## src/rtl/ind_idx_pkg.sv

```systemverilog
package ind_idx_pkg;

  typedef enum logic [2:0] {
    ST_IDLE,
    ST_OPC,
    ST_PTR,
    ST_LO,
    ST_HI,
    ST_PART,
    ST_FINAL,
    ST_DONE
  } seqState_t;

  typedef enum logic [2:0] {
    ADR_NONE,
    ADR_PC,
    ADR_ZP,
    ADR_ZP1,
    ADR_PART,
    ADR_FULL
  } addrSel_t;

  typedef struct packed {
    logic     latchArgs;
    logic     incPc;
    logic     capPtr;
    logic     capLo;
    logic     capHi;
    logic     capResult;
    addrSel_t addrSel;
    logic     readCycle;
    logic     dummy;
  } dpStrobe_t;

endpackage

```

## src/rtl/ind_idx_ctrl.sv

```systemverilog
module ind_idx_ctrl
  import ind_idx_pkg::*;
(
  input  logic       clk,
  input  logic       rstN,
  input  logic       start,
  input  logic       isStore,
  input  logic       carry,
  output dpStrobe_t  strobe,
  output logic       done,
  output seqState_t  stateQ
);

  seqState_t stateD;
  logic      opStoreQ;

  always_ff @(posedge clk) begin
    if (!rstN) begin
      stateQ   <= ST_IDLE;
      opStoreQ <= 1'b0;
    end else begin
      stateQ <= stateD;
      if (stateQ == ST_IDLE && start) opStoreQ <= isStore;
    end
  end

  always_comb begin
    stateD           = stateQ;
    strobe           = '0;
    strobe.addrSel   = ADR_NONE;
    strobe.readCycle = 1'b1;
    done             = 1'b0;
    unique case (stateQ)
      ST_IDLE: begin
        if (start) begin
          strobe.latchArgs = 1'b1;
          stateD           = ST_OPC;
        end
      end
      ST_OPC: begin
        strobe.addrSel = ADR_PC;
        strobe.incPc   = 1'b1;
        stateD         = ST_PTR;
      end
      ST_PTR: begin
        strobe.addrSel = ADR_PC;
        strobe.incPc   = 1'b1;
        strobe.capPtr  = 1'b1;
        stateD         = ST_LO;
      end
      ST_LO: begin
        strobe.addrSel = ADR_ZP;
        strobe.capLo   = 1'b1;
        stateD         = ST_HI;
      end
      ST_HI: begin
        strobe.addrSel = ADR_ZP1;
        strobe.capHi   = 1'b1;
        stateD         = ST_PART;
      end
      ST_PART: begin
        strobe.addrSel = ADR_PART;
        if (opStoreQ || carry) begin
          strobe.dummy = 1'b1;
          stateD       = ST_FINAL;
        end else begin
          strobe.capResult = 1'b1;
          stateD           = ST_DONE;
        end
      end
      ST_FINAL: begin
        strobe.addrSel = ADR_FULL;
        if (opStoreQ) strobe.readCycle = 1'b0;
        else          strobe.capResult = 1'b1;
        stateD = ST_DONE;
      end
      ST_DONE: begin
        done   = 1'b1;
        stateD = ST_IDLE;
      end
      default: stateD = ST_IDLE;
    endcase
  end

  // completion is a single-cycle pulse
  assert_done_pulse_R8: assert property (@(posedge clk) disable iff (!rstN)
    done |=> !done);

  // once busy, no new sequence begins before returning to idle
  assert_start_ignored_R9: assert property (@(posedge clk) disable iff (!rstN)
    (stateQ != ST_IDLE) |=> (stateQ != ST_OPC));

  // a load decides its length from the carry only in the partial cycle
  assert_load_short_R6: assert property (@(posedge clk) disable iff (!rstN)
    (stateQ == ST_PART && !opStoreQ && !carry) |=> (stateQ == ST_DONE));

endmodule

```

## src/rtl/ind_idx_datapath.sv

```systemverilog
module ind_idx_datapath
  import ind_idx_pkg::*;
#(
  parameter int DATA_W = 8,
  localparam int ADDR_W = 2 * DATA_W
)(
  input  logic              clk,
  input  logic              rstN,
  input  dpStrobe_t         strobe,
  input  logic [ADDR_W-1:0] pcStart,
  input  logic [DATA_W-1:0] regY,
  input  logic [DATA_W-1:0] accVal,
  input  logic [DATA_W-1:0] rdData,
  output logic [ADDR_W-1:0] busAddr,
  output logic              busRnW,
  output logic [DATA_W-1:0] busWdata,
  output logic              dummyTag,
  output logic [DATA_W-1:0] loadData,
  output logic              carry
);

  logic [ADDR_W-1:0] pcQ;
  logic [DATA_W-1:0] yQ, accQ, ptrQ, loQ, hiQ, sumQ;
  logic              carryQ;
  logic [DATA_W:0]   lowSum;
  logic [DATA_W-1:0] ptrNext, hiFixed;

  assign lowSum  = {1'b0, loQ} + {1'b0, yQ};
  assign ptrNext = ptrQ + DATA_W'(1);
  assign hiFixed = hiQ + DATA_W'(carryQ);

  always_ff @(posedge clk) begin
    if (!rstN) begin
      pcQ      <= '0;
      yQ       <= '0;
      accQ     <= '0;
      ptrQ     <= '0;
      loQ      <= '0;
      hiQ      <= '0;
      sumQ     <= '0;
      carryQ   <= 1'b0;
      loadData <= '0;
    end else begin
      if (strobe.latchArgs) begin
        pcQ  <= pcStart;
        yQ   <= regY;
        accQ <= accVal;
      end
      if (strobe.incPc)     pcQ  <= pcQ + ADDR_W'(1);
      if (strobe.capPtr)    ptrQ <= rdData;
      if (strobe.capLo)     loQ  <= rdData;
      if (strobe.capHi) begin
        hiQ    <= rdData;
        sumQ   <= lowSum[DATA_W-1:0];
        carryQ <= lowSum[DATA_W];
      end
      if (strobe.capResult) loadData <= rdData;
    end
  end

  always_comb begin
    unique case (strobe.addrSel)
      ADR_PC:   busAddr = pcQ;
      ADR_ZP:   busAddr = {{DATA_W{1'b0}}, ptrQ};
      ADR_ZP1:  busAddr = {{DATA_W{1'b0}}, ptrNext};
      ADR_PART: busAddr = {hiQ, sumQ};
      ADR_FULL: busAddr = {hiFixed, sumQ};
      default:  busAddr = '0;
    endcase
  end

  assign busRnW   = strobe.readCycle;
  assign busWdata = strobe.readCycle ? '0 : accQ;
  assign dummyTag = strobe.dummy;
  assign carry    = carryQ;

  // write data is the accumulator captured at start
  assert_wdata_acc_R5: assert property (@(posedge clk) disable iff (!rstN)
    !busRnW |-> (busWdata == accQ));

endmodule

```

## src/rtl/ind_idx_seq.sv

```systemverilog
module ind_idx_seq
  import ind_idx_pkg::*;
#(
  parameter int DATA_W = 8,
  localparam int ADDR_W = 2 * DATA_W
)(
  input  logic              clk,
  input  logic              rstN,
  input  logic              start,
  input  logic              isStore,
  input  logic [ADDR_W-1:0] pcStart,
  input  logic [DATA_W-1:0] regY,
  input  logic [DATA_W-1:0] accVal,
  input  logic [DATA_W-1:0] rdData,
  output logic [ADDR_W-1:0] busAddr,
  output logic              busRnW,
  output logic [DATA_W-1:0] busWdata,
  output logic              dummyTag,
  output logic [DATA_W-1:0] loadData,
  output logic              done
);

  dpStrobe_t strobe;
  seqState_t stateQ;
  logic      carry;

  ind_idx_ctrl u_ctrl (
    .clk     (clk),
    .rstN    (rstN),
    .start   (start),
    .isStore (isStore),
    .carry   (carry),
    .strobe  (strobe),
    .done    (done),
    .stateQ  (stateQ)
  );

  ind_idx_datapath #(.DATA_W(DATA_W)) u_dp (
    .clk      (clk),
    .rstN     (rstN),
    .strobe   (strobe),
    .pcStart  (pcStart),
    .regY     (regY),
    .accVal   (accVal),
    .rdData   (rdData),
    .busAddr  (busAddr),
    .busRnW   (busRnW),
    .busWdata (busWdata),
    .dummyTag (dummyTag),
    .loadData (loadData),
    .carry    (carry)
  );

  // both pointer-byte reads stay inside page zero
  assert_zp_page_R3: assert property (@(posedge clk) disable iff (!rstN)
    (stateQ == ST_LO || stateQ == ST_HI) |-> (busAddr[ADDR_W-1:DATA_W] == '0));

  // a tagged cycle is always a read
  assert_dummy_read_R4: assert property (@(posedge clk) disable iff (!rstN)
    dummyTag |-> busRnW);

  // the cycle after a dummy read keeps the adjusted low byte
  assert_dummy_low_kept_R7: assert property (@(posedge clk) disable iff (!rstN)
    dummyTag |=> (busAddr[DATA_W-1:0] == $past(busAddr[DATA_W-1:0])));

  // a load's corrected read raises the high byte by one page
  assert_fix_high_R7: assert property (@(posedge clk) disable iff (!rstN)
    (dummyTag ##1 (busRnW && !done)) |->
      ((busAddr[ADDR_W-1:DATA_W] - $past(busAddr[ADDR_W-1:DATA_W])) == DATA_W'(1)));

  // a write is never tagged and always follows the dummy read
  assert_write_real_R5: assert property (@(posedge clk) disable iff (!rstN)
    !busRnW |-> (!dummyTag && $past(dummyTag)));

endmodule

```

## config.mk

```make
export PLATFORM = sky130hd
export DESIGN_NAME = ind_idx_seq
export DESIGN_NICKNAME = d
export VERILOG_FILES = /design/src/rtl/ind_idx_pkg.sv /design/src/rtl/ind_idx_ctrl.sv /design/src/rtl/ind_idx_datapath.sv /design/src/rtl/ind_idx_seq.sv
export SDC_FILE = /design/constraint.sdc
export NUM_CORES = 1
export LEC_CHECK = 0
export ABC_AREA = 1
export BUFFER_PORTS_ARGS = -buffer_cell sky130_fd_sc_hd__buf_2
export CORE_MARGIN = 4
export CORE_UTILIZATION = 32
export DETAILED_ROUTE_END_ITERATION = 6
export PLACE_DENSITY = 0.52
export SYNTH_ARGS = -nofsm -noshare
export SYNTH_HDL_FRONTEND = slang
export SYNTH_SLANG_ARGS = --single-unit
```

## constraint.sdc

```tcl
create_clock -name clk -period 3.8 [get_ports clk]
set_input_delay 0.19 -clock clk [delete_from_list [all_inputs] [get_ports clk]]
set_output_delay 0.19 -clock clk [all_outputs]
set_load 0.005 [all_outputs]
```

# ---- Yosys cells after proc, flatten, opt, wreduce, memory -nomap -nowiden
# Index checks and enable logic that the tools add are counted.
dict set report totals {
  regBits 77
  input_bits 44
  out_inout_bits 35
  elab_cells 54
}
dict set report classes {
  eq_ne 13
  n_addsub 4
  reduce_logical 5
  n_mux 21
}
# cell count
set op_table {}
lappend op_table {{16-bit case mux with 5 select lines} 1}
lappend op_table {{16-bit two-way mux} 2}
lappend op_table {{3-bit case mux with 8 select lines} 1}
lappend op_table {{3-bit equality test, second input constant} 6}
lappend op_table {{16-bit by 1-bit adder with 16-bit output, second input constant} 1}
lappend op_table {{3-bit case mux with 5 select lines} 1}
lappend op_table {{1-bit two-way mux} 13}
lappend op_table {{3-bit by 2-bit equality test with 1-bit output, second input constant} 4}
lappend op_table {{8-bit by 8-bit adder with 9-bit output} 1}
lappend op_table {{8-bit by 1-bit adder with 8-bit output} 1}
lappend op_table {{8-bit by 1-bit adder with 8-bit output, second input constant} 1}
lappend op_table {{8-bit two-way mux} 1}
lappend op_table {{3-bit by 1-bit equality test with 1-bit output, second input constant} 2}
lappend op_table {{3-bit zero test} 1}
lappend op_table {{3-bit two-way mux} 1}
lappend op_table {{2-bit inequality test, second input constant} 1}
lappend op_table {{1-bit case mux with 2 select lines} 1}
lappend op_table {{2-bit nonzero test} 1}
lappend op_table {{2-bit OR reduction} 1}
lappend op_table {{1-bit logical AND} 1}
lappend op_table {{1-bit logical OR} 1}

# ---- Logic depth before layout (Yosys ltp)
dict set report logic_depth {
  ltp_word 5
  ltp_mapped 10
  depth_no_buf 10
}

# ---- By module
# Synthesis repeated with hierarchy kept, for this count alone.
dict set report unflattened {
  cells_unflattened 647
  hier_area_um2 4282.9
}
# mod area_each_um2 seq_area_each_um2 cells_each instances
set modules_own_cells {}
lappend modules_own_cells {ind_idx_datapath 4000.1 1461.4 599 1}
lappend modules_own_cells {ind_idx_ctrl 282.8 80.1 48 1}

# ---- Worst setup path before layout
# OpenSTA, ideal clock, no wires.
dict set report synth_timing {
  path_type {reg2reg}
  start {reg u_dp.loQ[0]}
  end {reg u_dp.sumQ[4]}
  slack_ns 2.354
  period_less_slack_ns 1.446
  setup_ns 0.115
  required_ns 3.685
  n_path_buf 0
  path_stages_with_launch 10
  arrival_ns 1.330
  cell_sequence {dfxtp_1 -> ha_1 -> inv_1 -> fa_1 -> inv_1 -> nand3_1 -> nand3_1 -> xor2_1 -> o21ai_0 -> inv_1}
}
dict set report synth_via {
  elab_chain_len 1
}
# element line_no
set synth_rtl {}
lappend synth_rtl {{start, declared} ind_idx_datapath.sv:23} ;# logic [DATA_W-1:0] yQ, accQ, ptrQ, loQ, hiQ, sumQ;
lappend synth_rtl {{start signal, assigned} ind_idx_datapath.sv:51} ;# if (strobe.capLo) loQ <= rdData;
lappend synth_rtl {{8-bit by 8-bit adder with 9-bit output} ind_idx_datapath.sv:28} ;# assign lowSum = {1'b0, loQ} + {1'b0, yQ};
lappend synth_rtl {{end signal, assigned} ind_idx_datapath.sv:54} ;# sumQ <= lowSum[DATA_W-1:0];
lappend synth_rtl {{end, declared} ind_idx_datapath.sv:23}
# No other way between the ends.
# A chain may end at the register's enable or synchronous reset.

# ---- Final worst setup path
dict set report layout_timing {
  start {reg u_ctrl.stateQ[1]}
  end {out busAddr[4]}
}
dict set report layout_via {
  elab_chain_len 5
  elab_cells_between_ends 14
  classes_between {eq/ne (11); mux (2); reduce/logical (1)}
}
# element line_no
set layout_rtl {}
lappend layout_rtl {{start, declared} ind_idx_ctrl.sv:11} ;# output seqState_t stateQ
lappend layout_rtl {{start signal, assigned} ind_idx_ctrl.sv:22} ;# stateQ <= stateD;
lappend layout_rtl {{3-bit by 1-bit equality test with 1-bit output / 3-bit by 2-bit equality test with 1-bit output (equally long branches)} ind_idx_ctrl.sv:33} ;# unique case (stateQ)
lappend layout_rtl {{2-bit OR reduction (no source line)} n/a}
lappend layout_rtl {{3-bit case mux with 5 select lines (*)} ind_idx_ctrl.sv:33}
lappend layout_rtl {{3-bit equality test, or another cell as far along} ind_idx_datapath.sv:62} ;# unique case (strobe.addrSel)
lappend layout_rtl {{16-bit case mux with 5 select lines (*)} ind_idx_datapath.sv:62}
lappend layout_rtl {{end, declared} ind_idx_seq.sv:15} ;# output logic [ADDR_W-1:0] busAddr,
# Mark *: on every way between the ends. The rest lies on a longest branch, timed or not.

==> impl_metrics.py <==
metrics = {
    "run_status": {
        "status": "completed",
    },
    "drt": {
        "drt_iter0_markers": 259,
        "highest_layer": "met4",
        "firstDrtPassIters": 4,
        "wl_met2_mm": 5.94,
        "via_per_inst": 4.91,
        "met3_length_microns": 525,
        "wl_met1_mm": 6.10,
        "ant_nets": 0,
        "via_count": 4355,
        "drc_errors": 0,
        "routedWlPerCell_microns": 14.6,
        "drt_wl_total_mm": 12.9,
    },
    "placed_design": {
        "dp_hpwl_mm": 9.50,
        "io_buffers": 78,
        "dp.cells": 871,
        "placedInstanceArea_sq_um": 4710,
        "place.gp.congestion": 0.844,
    },
    "clocking": {
        "clkTransAtPathRegs_ns": 0.06,
        "ctsHoldBuffers": 0,
        "cts-resized-gates": 0,
        "clockRootBuffer": "clkbuf_16",
        "cts_tree": "built",
        "htreeDepth": 3,
        "clk_latency_ns": 0.35,
        "cts.sinks": 77,
        "post_cts_buffers": 0,
        "cts_buffers": 9,
        "cts_max_path_buffers": 2,
    },
    "sta": {
        "max_freq_mhz": 374,
        "finalHoldViolCount": 0,
        "rsz0062_at_grt": "no",
        "skew_ns": 0.00430,
        "min_period_ns": 2.67,
        "fin_crit_sh_pct": 70.3,
        "slew_violations": 0,
        "setup-violations-final": 0,
        "max_slew_margin_pct": 55.5,
        "fin_tns_setup_ns": 0,
        "worst_pin_slew_ns": 0.667,
    },
    "worst_setup_path": {
        "slowest_stage": "inv_1",
        "crit_buf_inv": 2,
        "cp.arrival_ns": 2.48,
        "worstPathMaxFanout": 22,
        "ff2ff_setup_slack_ns": 1.58,
        "path_cells": "nor2_1 > nand2_1 > inv_1 > nand3_1 > o2111ai_1 > buf_2",
        "worstPathRequired_ns": 3.61,
        "crit_path_start_kind": "flip-flop",
        "end_kind": "output port",
        "critPathTopFamily": "buffers and inverters",
        "crit_path_max_incr_delay_ns": 0.68,
        "path_class": "reg2out",
    },
    "grt": {
        "antenna_found_initial": 0,
        "grt_max_degree": 63,
        "track_usage_pct": 17.6,
        "grt_pass1_wl_mm": 20.3,
        "grt-ovfl-total": 0,
        "grt_pass1_vias": 3961,
    },
    "synthesis": {
        "synth_top_cell_by_area": "dfxtp_1",
        "yosys.area.top_type_share_pct": 36.6,
        "synth.avg_cell_area_sq_um": 6.54,
        "synth_fp_nets": 701,
        "syn_area_sq_um": 4210,
        "seq_area_frac_synth_pct": 36.6,
        "synth.distinct_cells": 35,
        "syn_inst": 644,
        "synth.ff_latch_count": 77,
        "yosys-top-cells-area": "dfxtp_1, nand2_1, nor2_1",
        "synth_warnings": 0,
    },
    "floorplanning": {
        "die_area_sq_um": 15100,
        "row_count": 41,
        "fp.dieH_microns": 123,
        "ios": 79,
        "start_util_pct": 33.0,
        "coreArea_sq_um": 12800,
        "die_x_microns": 123,
    },
    "power_and_ir_drop": {
        "powerDensity_nw_per_um2": 478,
        "ir_drop_v": 0.000208,
        "power.leakage_nw": 2.28,
    },
    "finish": {
        "area_growth_pct": 19.6,
        "layout-drive-gt1-share_pct": 14.7,
        "final_cells": 887,
        "final_util_pct": 39.4,
        "design_area_sq_um": 5030,
        "antennaDiodeCount": 0,
        "final_nets": 767,
    },
    "run": {
        "cap_violations": 0,
    },
    "worst_hold_path": {
        "hold_class": "in2reg",
    },
}
## cells by family after synthesis
kind of cell / synth area share (%)
DFF: 36.6
AOI/OAI and AO/OA: 18.5
buffers and inverters: 9.81
xor gates and xnor gates: 1.04
and+or+nand+nor: 30.0
adders and majority gates: 4.04
## final timing paths
check,start,end,cells past startpoint
max,u_ctrl.stateQ[1]$_SDFFE_PN0P_,busAddr[4],6
max reg2reg,u_ctrl.stateQ[1]$_SDFFE_PN0P_,u_dp.pcQ[15]$_SDFFE_PN0P_,7
min reg2reg,u_dp.accQ[6]$_SDFFE_PN0P_,u_dp.accQ[6]$_SDFFE_PN0P_,2
min,pcStart[1],u_dp.pcQ[1]$_SDFFE_PN0P_,3
## cells in the final DEF (no fill, tap or decap), types with 2 or more instances in the layout
cell         n
a21oi_1     48
a31oi_1      2
buf_2       78
bufinv_16    2
clkbuf_16    9
clkbuf_8     2
clkinv_2     2
dfxtp_1     77
ha_1        12
inv_1       75
inv_2        3
nand2_1    133
nand2_2      2
nand3_1     42
nand3_2      2
nand3b_1     2
nand4_1     11
nor2_1     106
nor3_1       2
o2111ai_1    2
o211ai_1     5
o21ai_0     72
o21ai_1      2
o21bai_1     2
o221ai_1     3
o22ai_1      3
o31ai_1      2
xor2_1       4
## registers in the layout, summed over array words and instances (netlist names)
name / flops
u_ctrl.opStoreQ: 1
u_dp.sumQ: 8
u_dp.pcQ: 16
u_dp.loQ: 8
u_dp.loadData: 8
u_ctrl.stateQ: 3
u_dp.accQ: 8
u_dp.yQ: 8
u_dp.hiQ: 8
u_dp.ptrQ: 8
u_dp.carry: 1
## cells in the mapped netlist
cell type / instances
clkinv_1: 1
a21oi_4: 1
ha_1: 12
nand3_4: 1
inv_1: 75
o211ai_1: 5
nor2_2: 1
fa_1: 1
o21ai_0: 72
a211oi_1: 1
nor3_1: 2
o2111ai_1: 2
xnor2_1: 1
clkbuf_1: 10
buf_4: 1
o21bai_1: 2
nand2_1: 133
nand4_1: 11
o21ai_1: 2
o22ai_1: 3
nand3_2: 2
dfxtp_1: 77
buf_2: 12
nor2_1: 106
a31oi_1: 2
buf_6: 1
or2_2: 1
a21oi_1: 48
o31ai_1: 2
xor2_1: 4
nand3_1: 42
nand2_2: 2
nand3b_1: 2
o221ai_1: 3
inv_2: 3
## routing by layer
metal	vias up	track usage [%]
met5	-	0
met4	0	8.47
met3	26	3.46
met2	80	27.5
met1	2013	23.1
li1	2236	-
## layout make-up
cell class / count / area (sq um)
clock buffer: 12 / 256
clock inverter: 4 / 70.1
fill: 1387 / 7740
inverter: 79 / 297
multi-input combinational: 464 / 2250
sequential: 77 / 1540
tap: 172 / 215
timing repair buffer: 79 / 398
## metrics by stage
stage	setup slack (ns)	power, mW	hold slack (ns)
3_5_place_dp	1.48	1.46	0.433
4_1_cts	1.10	2.43	0.0712
5_1_grt	0.887	2.55	0.0873
6_report	1.13	2.40	0.0774
2_1_floorplan	2.35	1.31	0.332
3_3_place_gp	1.58	1.45	0.431
## worst register-to-register path, cell delays in order, from the launching register on
cell      delay, ns
dfxtp_1        0.36
nor2_1         0.21
nand3_2        0.54
nand2_2        0.57
inv_2          0.12
o21bai_1       0.18
nor2_1         0.09
nor2_1         0.04
## power breakdown
part / switching (mW) / internal, mW / total (mW)
Sequential: 0.0706 / 0.893 / 0.963
Clock: 0.351 / 0.609 / 0.960
Combinational: 0.318 / 0.163 / 0.481
(Power assumes the default switching activity.)
